[config.mk]
export PLATFORM = sky130hd
export DESIGN_NAME = sbs_ctrl_status
export DESIGN_NICKNAME = d
export VERILOG_FILES = /design/src/rtl/sbs_pkg.sv /design/src/rtl/sbs_nack_detect.sv /design/src/rtl/sbs_status_next.sv /design/src/rtl/sbs_irq_unit.sv /design/src/rtl/sbs_ctrl_status.sv
export SDC_FILE = /design/constraint.sdc
export NUM_CORES = 1
export LEC_CHECK = 0
export ABC_AREA = 1
export ABC_CLOCK_PERIOD_IN_PS = 800
export BUFFER_PORTS_ARGS = -buffer_cell sky130_fd_sc_hd__buf_2
export CORE_AREA = 2 2 39 41
export DETAILED_ROUTE_END_ITERATION = 16
export DIE_AREA = 0 0 41 43
export PLACE_DENSITY_LB_ADDON = 0.3
export SLEW_MARGIN = 10
export SYNTH_ARGS = -nofsm -noshare
export SYNTH_HDL_FRONTEND = slang
export SYNTH_SLANG_ARGS = --single-unit
[constraint.sdc]
create_clock -name clk -period 0.8 [get_ports clk]
set_input_delay 0.12 -clock clk [delete_from_list [all_inputs] [get_ports clk]]
set_output_delay 0.12 -clock clk [all_outputs]
set_load 0.03 [all_outputs]
[src/rtl/sbs_pkg.sv]
package sbs_pkg;
    // Register layout: bit order is the software-visible map.
    typedef struct packed {
        logic flag;      // 7: sticky interrupt flag
        logic clk_src;   // 6: serial clock source select
        logic deaf;      // 5: message missed, previous unread
        logic rd_pend;   // 4: received message awaits reading
        logic nack;      // 3: last sent message not acknowledged
        logic prev_mst;  // 2: previous master marker
        logic master;    // 1: node owns the bus
        logic wr_pend;   // 0: bus write pending
    } sbs_reg_t;

    localparam int REG_W = $bits(sbs_reg_t);
endpackage

[src/rtl/sbs_nack_detect.sv]
module sbs_nack_detect #(
    parameter int STATE_W    = 6,
    parameter int NACK_STATE = 36
) (
    input  logic               master,
    input  logic [STATE_W-1:0] bus_state,
    input  logic               sdata,
    output logic               nack_hit
);
    localparam logic [STATE_W-1:0] NACK_CODE = STATE_W'(NACK_STATE);

    // Acknowledge slot sampled high while this node sends.
    always_comb begin
        nack_hit = master && (bus_state == NACK_CODE) && sdata;
    end
endmodule

[src/rtl/sbs_status_next.sv]
module sbs_status_next (
    input  logic rd_pend_q,
    input  logic deaf_q,
    input  logic nack_q,
    input  logic addr_match,
    input  logic msg_start,
    input  logic last_rd,
    input  logic nack_hit,
    output logic rd_pend_d,
    output logic deaf_d,
    output logic nack_d
);
    always_comb begin
        // Set wins over clear for every sticky bit.
        if (addr_match) begin
            rd_pend_d = 1'b1;
        end else if (last_rd) begin
            rd_pend_d = 1'b0;
        end else begin
            rd_pend_d = rd_pend_q;
        end

        // Each message start re-evaluates the deaf state.
        deaf_d = msg_start ? rd_pend_q : deaf_q;

        if (nack_hit) begin
            nack_d = 1'b1;
        end else if (msg_start) begin
            nack_d = 1'b0;
        end else begin
            nack_d = nack_q;
        end
    end
endmodule

[src/rtl/sbs_irq_unit.sv]
module sbs_irq_unit (
    input  logic bus_irq_en,
    input  logic master_q,
    input  logic nack_q,
    input  logic rd_pend_q,
    input  logic flag_q,
    input  logic flag_w1c,
    output logic irq,
    output logic flag_d
);
    always_comb begin
        irq    = bus_irq_en && (master_q || nack_q || rd_pend_q);
        flag_d = irq || (flag_q && !flag_w1c);
    end
endmodule

[src/rtl/sbs_ctrl_status.sv]
module sbs_ctrl_status
    import sbs_pkg::*;
#(
    parameter int STATE_W    = 6,
    parameter int NACK_STATE = 36
) (
    input  logic               clk,
    input  logic               rst_n,
    input  logic               wr_en,
    input  logic [7:0]         wr_data,
    output logic [7:0]         rd_data,
    input  logic               bus_irq_en,
    input  logic [STATE_W-1:0] bus_state,
    input  logic               sdata,
    input  logic               master_in,
    input  logic               wr_pend_in,
    input  logic               addr_match,
    input  logic               msg_start,
    input  logic               last_rd,
    output logic               irq
);
    sbs_reg_t reg_d, reg_q;
    sbs_reg_t wr_view;
    logic     nack_hit;
    logic     rd_pend_d, deaf_d, nack_d, flag_d;
    logic     flag_w1c;

    always_comb wr_view = sbs_reg_t'(wr_data[REG_W-1:0]);

    sbs_nack_detect #(
        .STATE_W   (STATE_W),
        .NACK_STATE(NACK_STATE)
    ) u_nack (
        .master   (reg_q.master),
        .bus_state(bus_state),
        .sdata    (sdata),
        .nack_hit (nack_hit)
    );

    sbs_status_next u_next (
        .rd_pend_q (reg_q.rd_pend),
        .deaf_q    (reg_q.deaf),
        .nack_q    (reg_q.nack),
        .addr_match(addr_match),
        .msg_start (msg_start),
        .last_rd   (last_rd),
        .nack_hit  (nack_hit),
        .rd_pend_d (rd_pend_d),
        .deaf_d    (deaf_d),
        .nack_d    (nack_d)
    );

    always_comb flag_w1c = wr_en && wr_view.flag;

    sbs_irq_unit u_irq (
        .bus_irq_en(bus_irq_en),
        .master_q  (reg_q.master),
        .nack_q    (reg_q.nack),
        .rd_pend_q (reg_q.rd_pend),
        .flag_q    (reg_q.flag),
        .flag_w1c  (flag_w1c),
        .irq       (irq),
        .flag_d    (flag_d)
    );

    always_comb begin
        reg_d          = reg_q;
        reg_d.flag     = flag_d;
        reg_d.deaf     = deaf_d;
        reg_d.rd_pend  = rd_pend_d;
        reg_d.nack     = nack_d;
        reg_d.master   = master_in;
        reg_d.wr_pend  = wr_pend_in;
        if (wr_en) begin
            reg_d.clk_src  = wr_view.clk_src;
            reg_d.prev_mst = wr_view.prev_mst;
        end
    end

    always_ff @(posedge clk or negedge rst_n) begin
        if (!rst_n) begin
            reg_q <= '0;
        end else begin
            reg_q <= reg_d;
        end
    end

    always_comb rd_data = reg_q;

    // R3 read pending follows an address match
    a_r3_match_sets: assert property (@(posedge clk) disable iff (!rst_n)
        addr_match |=> rd_data[4]);
    // R4 final byte read clears read pending
    a_r4_last_read_clears: assert property (@(posedge clk) disable iff (!rst_n)
        (last_rd && !addr_match) |=> !rd_data[4]);
    // R5 start while unread makes the node deaf
    a_r5_deaf_set: assert property (@(posedge clk) disable iff (!rst_n)
        (msg_start && rd_data[4]) |=> rd_data[5]);
    // R6 start with nothing unread clears deaf
    a_r6_deaf_clear: assert property (@(posedge clk) disable iff (!rst_n)
        (msg_start && !rd_data[4]) |=> !rd_data[5]);
    // R7 missed acknowledge in the check state
    a_r7_nack_set: assert property (@(posedge clk) disable iff (!rst_n)
        (rd_data[1] && bus_state == STATE_W'(NACK_STATE) && sdata) |=> rd_data[3]);
    // R8 write cannot alter the live master bit
    a_r8_master_follows: assert property (@(posedge clk) disable iff (!rst_n)
        wr_en |=> (rd_data[1] == $past(master_in)));
    // R10 flag survives when not cleared
    a_r10_flag_sticky: assert property (@(posedge clk) disable iff (!rst_n)
        (rd_data[7] && !(wr_en && wr_data[7])) |=> rd_data[7]);
    // R10 raised request always lands in the flag
    a_r10_flag_set: assert property (@(posedge clk) disable iff (!rst_n)
        irq |=> rd_data[7]);
    // R11 status bits ignore writes when no event occurs
    a_r11_status_ro: assert property (@(posedge clk) disable iff (!rst_n)
        (wr_en && !addr_match && !msg_start && !last_rd && !nack_hit)
        |=> $stable(rd_data[5:3]));
endmodule

==> flow_results.org <==
** Global routing
- Global routing used 12.15% of the available tracks.
- Summed over all layers, the global routing overflow is 0.
- The first global-routing pass estimated 1290 um of wire.
- Number of antenna violations at the first check in global routing :: 0
- The number of global-route vias before repair came to 346.
- Entering global routing, the biggest net connects 9 pins.

** CTS
- Clock-pin slew was measured on the worst setup and hold paths at 0.05 ns.
- Clock sink count :: 8
- Clock tree from TritonCTS :: built
- Htree depth :: 1
- Clock buffer depth :: 2
- The tree is rooted in a clkbuf_4.
- At the later pin of the worst-skew pair, clock insertion delay measures 0.25 ns.
- Total CTS buffers :: 3

** Placed design
- Port Buffers :: 27
- OpenSTA, run right after detailed placement, puts the worst setup slack at -0.1297 ns.
- Final weighted congestion in routability-driven placement :: 0.5940
- The HPWL after detailed placement is 606.3 um.

** Timing
- The max-slew violation count came to 0.
- For the pin with the worst max-slew slack, the measured transition is 0.1792 ns.
- Final Setup Violations :: 11
- Based on the critical path, the design can be clocked at up to 870.2 MHz.
- Setup slack after layout :: -0.3491 ns
- Setup TNS :: -1.673 ns
- Minimum clock period after layout :: 1.149 ns
- Clock skew on the completed layout was measured at 0.006807 ns.
- The number of hold violations in the final report was 0.
- Measured against its own limit, the worst slew margin works out to 88.06%.
- Of the available clock period, the critical path in the final layout requires 143.6%.
- RSZ-0062 raised after global routing :: yes

** Critical path
- The critical path contains buffers and inverters numbering 2 combined.
- For this run, the slowest stage of the critical path takes 0.37 ns.
- Critical path required time :: 0.68 ns
- Critical Setup Path Class :: flop to output pin
- Nature of the critical path startpoint :: flop
- Crit path max-delay family :: flip-flops
- The signal on the critical path passes through nor2_1, nand2_1, nand2_2, inv_2, buf_6.
- For the worst setup path, the data arrival time is 1.03 ns.
- In this run the worst path has a maximum fanout of 2.
- Nature of the critical path endpoint :: output pin
- Critical Path Slowest Stage Cell :: dfrtp_1

** Finish
- Fraction of layout cells with a size suffix above 1 :: 51.25%
- Once layout is complete, the utilization of the core stands at 47.83%.
- Number of flip-flops under the largest register name :: 8
- Diode insertion count for antenna repair :: 0
- Final-stage net count :: 106
- Syn-to-layout area delta :: 83.04%

** Pwr
- Power density of the placed cells :: 1557 nW/um^2
- Worst vdd rail ir drop :: 0.9207 mV
- Leakage dissipation :: 0.3832 nW

** Yosys
- Post-Synthesis Net Count :: 68
- Total of flip-flops plus latches after synthesis :: 8
- In the synthesized netlist, the number of instances is 44.
- The Yosys step of the flow raised 0 warnings.
- Synthesized area divided by synthesized cell count :: 8.218 um^2
- Portion of the post-synthesis area used by sequential elements :: 55.36%
- Count of cell types in the netlist :: 7
- Summing every instance area after synthesis gives 361.6 um^2.

** Floorplan
- Starting density of the core :: 26.13%
- Number of placement rows :: 14
- Floorplan core area :: 1384 um^2
- DIE AREA :: 1763 um^2
- Top-level port count :: 33
- Die width :: 41 um
- Height of the chip :: 43 um

** Detailed routing
- After detailed routing, the average wire length per cell comes to 8.198 um.
- After detailed routing, the total wire length is 787 um.
- Number of search-and-repair iterations in the first detailed-routing pass :: 3
- After detailed routing, the number of vias per cell comes to 3.938.
- Vias after detailed routing :: 378
- The first routing iteration left 8 violations.
- In the routed design, unresolved DRC markers number 0.
- Count of nets left with antenna violations after detail routing :: 0

** Run status
- The run finished, with violations left.
- Violated checks :: negative setup slack

** Hold path
- Tightest Hold Check Type :: primary input to flop

** Flow run
- The tool flagged a number of max-cap violations equal to 0.
## cells by family (layout without fill, tap and decap cells)
family / count (synthesis) / in the layout / share of synthesized area (%)
and+or+nand+nor: 18 / 18 / 18.68
buffers and inverters: 14 / 50 / 19.72
DFF: 8 / 8 / 55.36
AOI/OAI and AO/OA: 4 / 4 / 6.228
## what timing repair did
action,4_1_cts,5_1_grt
hold endpoints to repair,10,0
setup endpoints to repair,10,13
pin swaps,2,5
gates resized for setup,20,4
hold buffers,3,0
buffers inserted,3,2
## cell usage in the layout, fill, tap and decap left out
cell	synthesis	routed
dfrtp_1	8	8
nor2_1	3	3
inv_1	9	7
buf_4	5	5
clkbuf_4	0	3
buf_6	0	12
inv_2	0	2
o21ai_1	0	1
buf_2	0	18
dlygate4sd3_1	0	3
o21ai_0	3	2
o21bai_1	1	1
nand2_1	15	14
nand2_2	0	1
## cells in the mapped netlist, drive strengths merged
library cell / number / area (um^2)
inv: 9 / 33.78
o21ai: 3 / 15.01
nor2: 3 / 11.26
nand2: 15 / 56.30
o21bai: 1 / 7.510
buf: 5 / 37.54
dfrtp: 8 / 200.2
## area by class of cell
| type | instances | area [um^2] |
|---|---|---|
| Inverter | 9 | 33.78 |
| Multi-Input combinational cell | 22 | 92.59 |
| Sequential cell | 8 | 200.2 |
| Tap cell | 16 | 20.02 |
| Fill cell | 132 | 721.9 |
| Clock buffer | 3 | 22.52 |
| Timing Repair Buffer | 38 | 292.8 |
## stage by stage
stage / total power, mW / hold WS (ns) / instance area [um^2] / instances
2_1_floorplan: 0.5793 / -0.1756 / 361.6 / 44
5_1_grt: 1.118 / 0.03429 / 661.9 / 96
6_report: 1.031 / 0.04023 / 661.9 / 96
4_1_cts: 1.023 / 0.04799 / 640.6 / 94
3_5_place_dp: 0.6545 / -0.02987 / 501.7 / 85
3_3_place_gp: 0.6515 / -0.02348 / 501.7 / 85
## power by group
| group | leakage (nW) | internal [mW] | switching, mW |
|---|---|---|---|
| registers | 0.0943 | 0.434 | 0.0184 |
| logic | 0.275 | 0.147 | 0.134 |
| clock network | 0.0138 | 0.171 | 0.127 |
| total | 0.383 | 0.752 | 0.279 |
## final timing paths
check                        endpoint  slack [ns]        from  depth (start not counted)
max                               irq       -0.35  rd_data[1]                          5
max in group asynchronous  rd_data[1]        0.39       rst_n                          2
max reg2reg                rd_data[3]       -0.10  rd_data[1]                          6
min                        rd_data[4]        0.04     last_rd                          2
min in group asynchronous  rd_data[7]        0.24       rst_n                          2
min reg2reg                rd_data[5]        0.52  rd_data[5]                          2
## layer usage
layer	global-route usage (%)	vias up	part of all wire [%]
li1	-	195	-
met4	10.00	0	1.0
met2	17.81	12	57
met1	9.901	168	36
met3	9.424	3	5.8
met5	0	-	0
(Power assumes the default switching activity.)
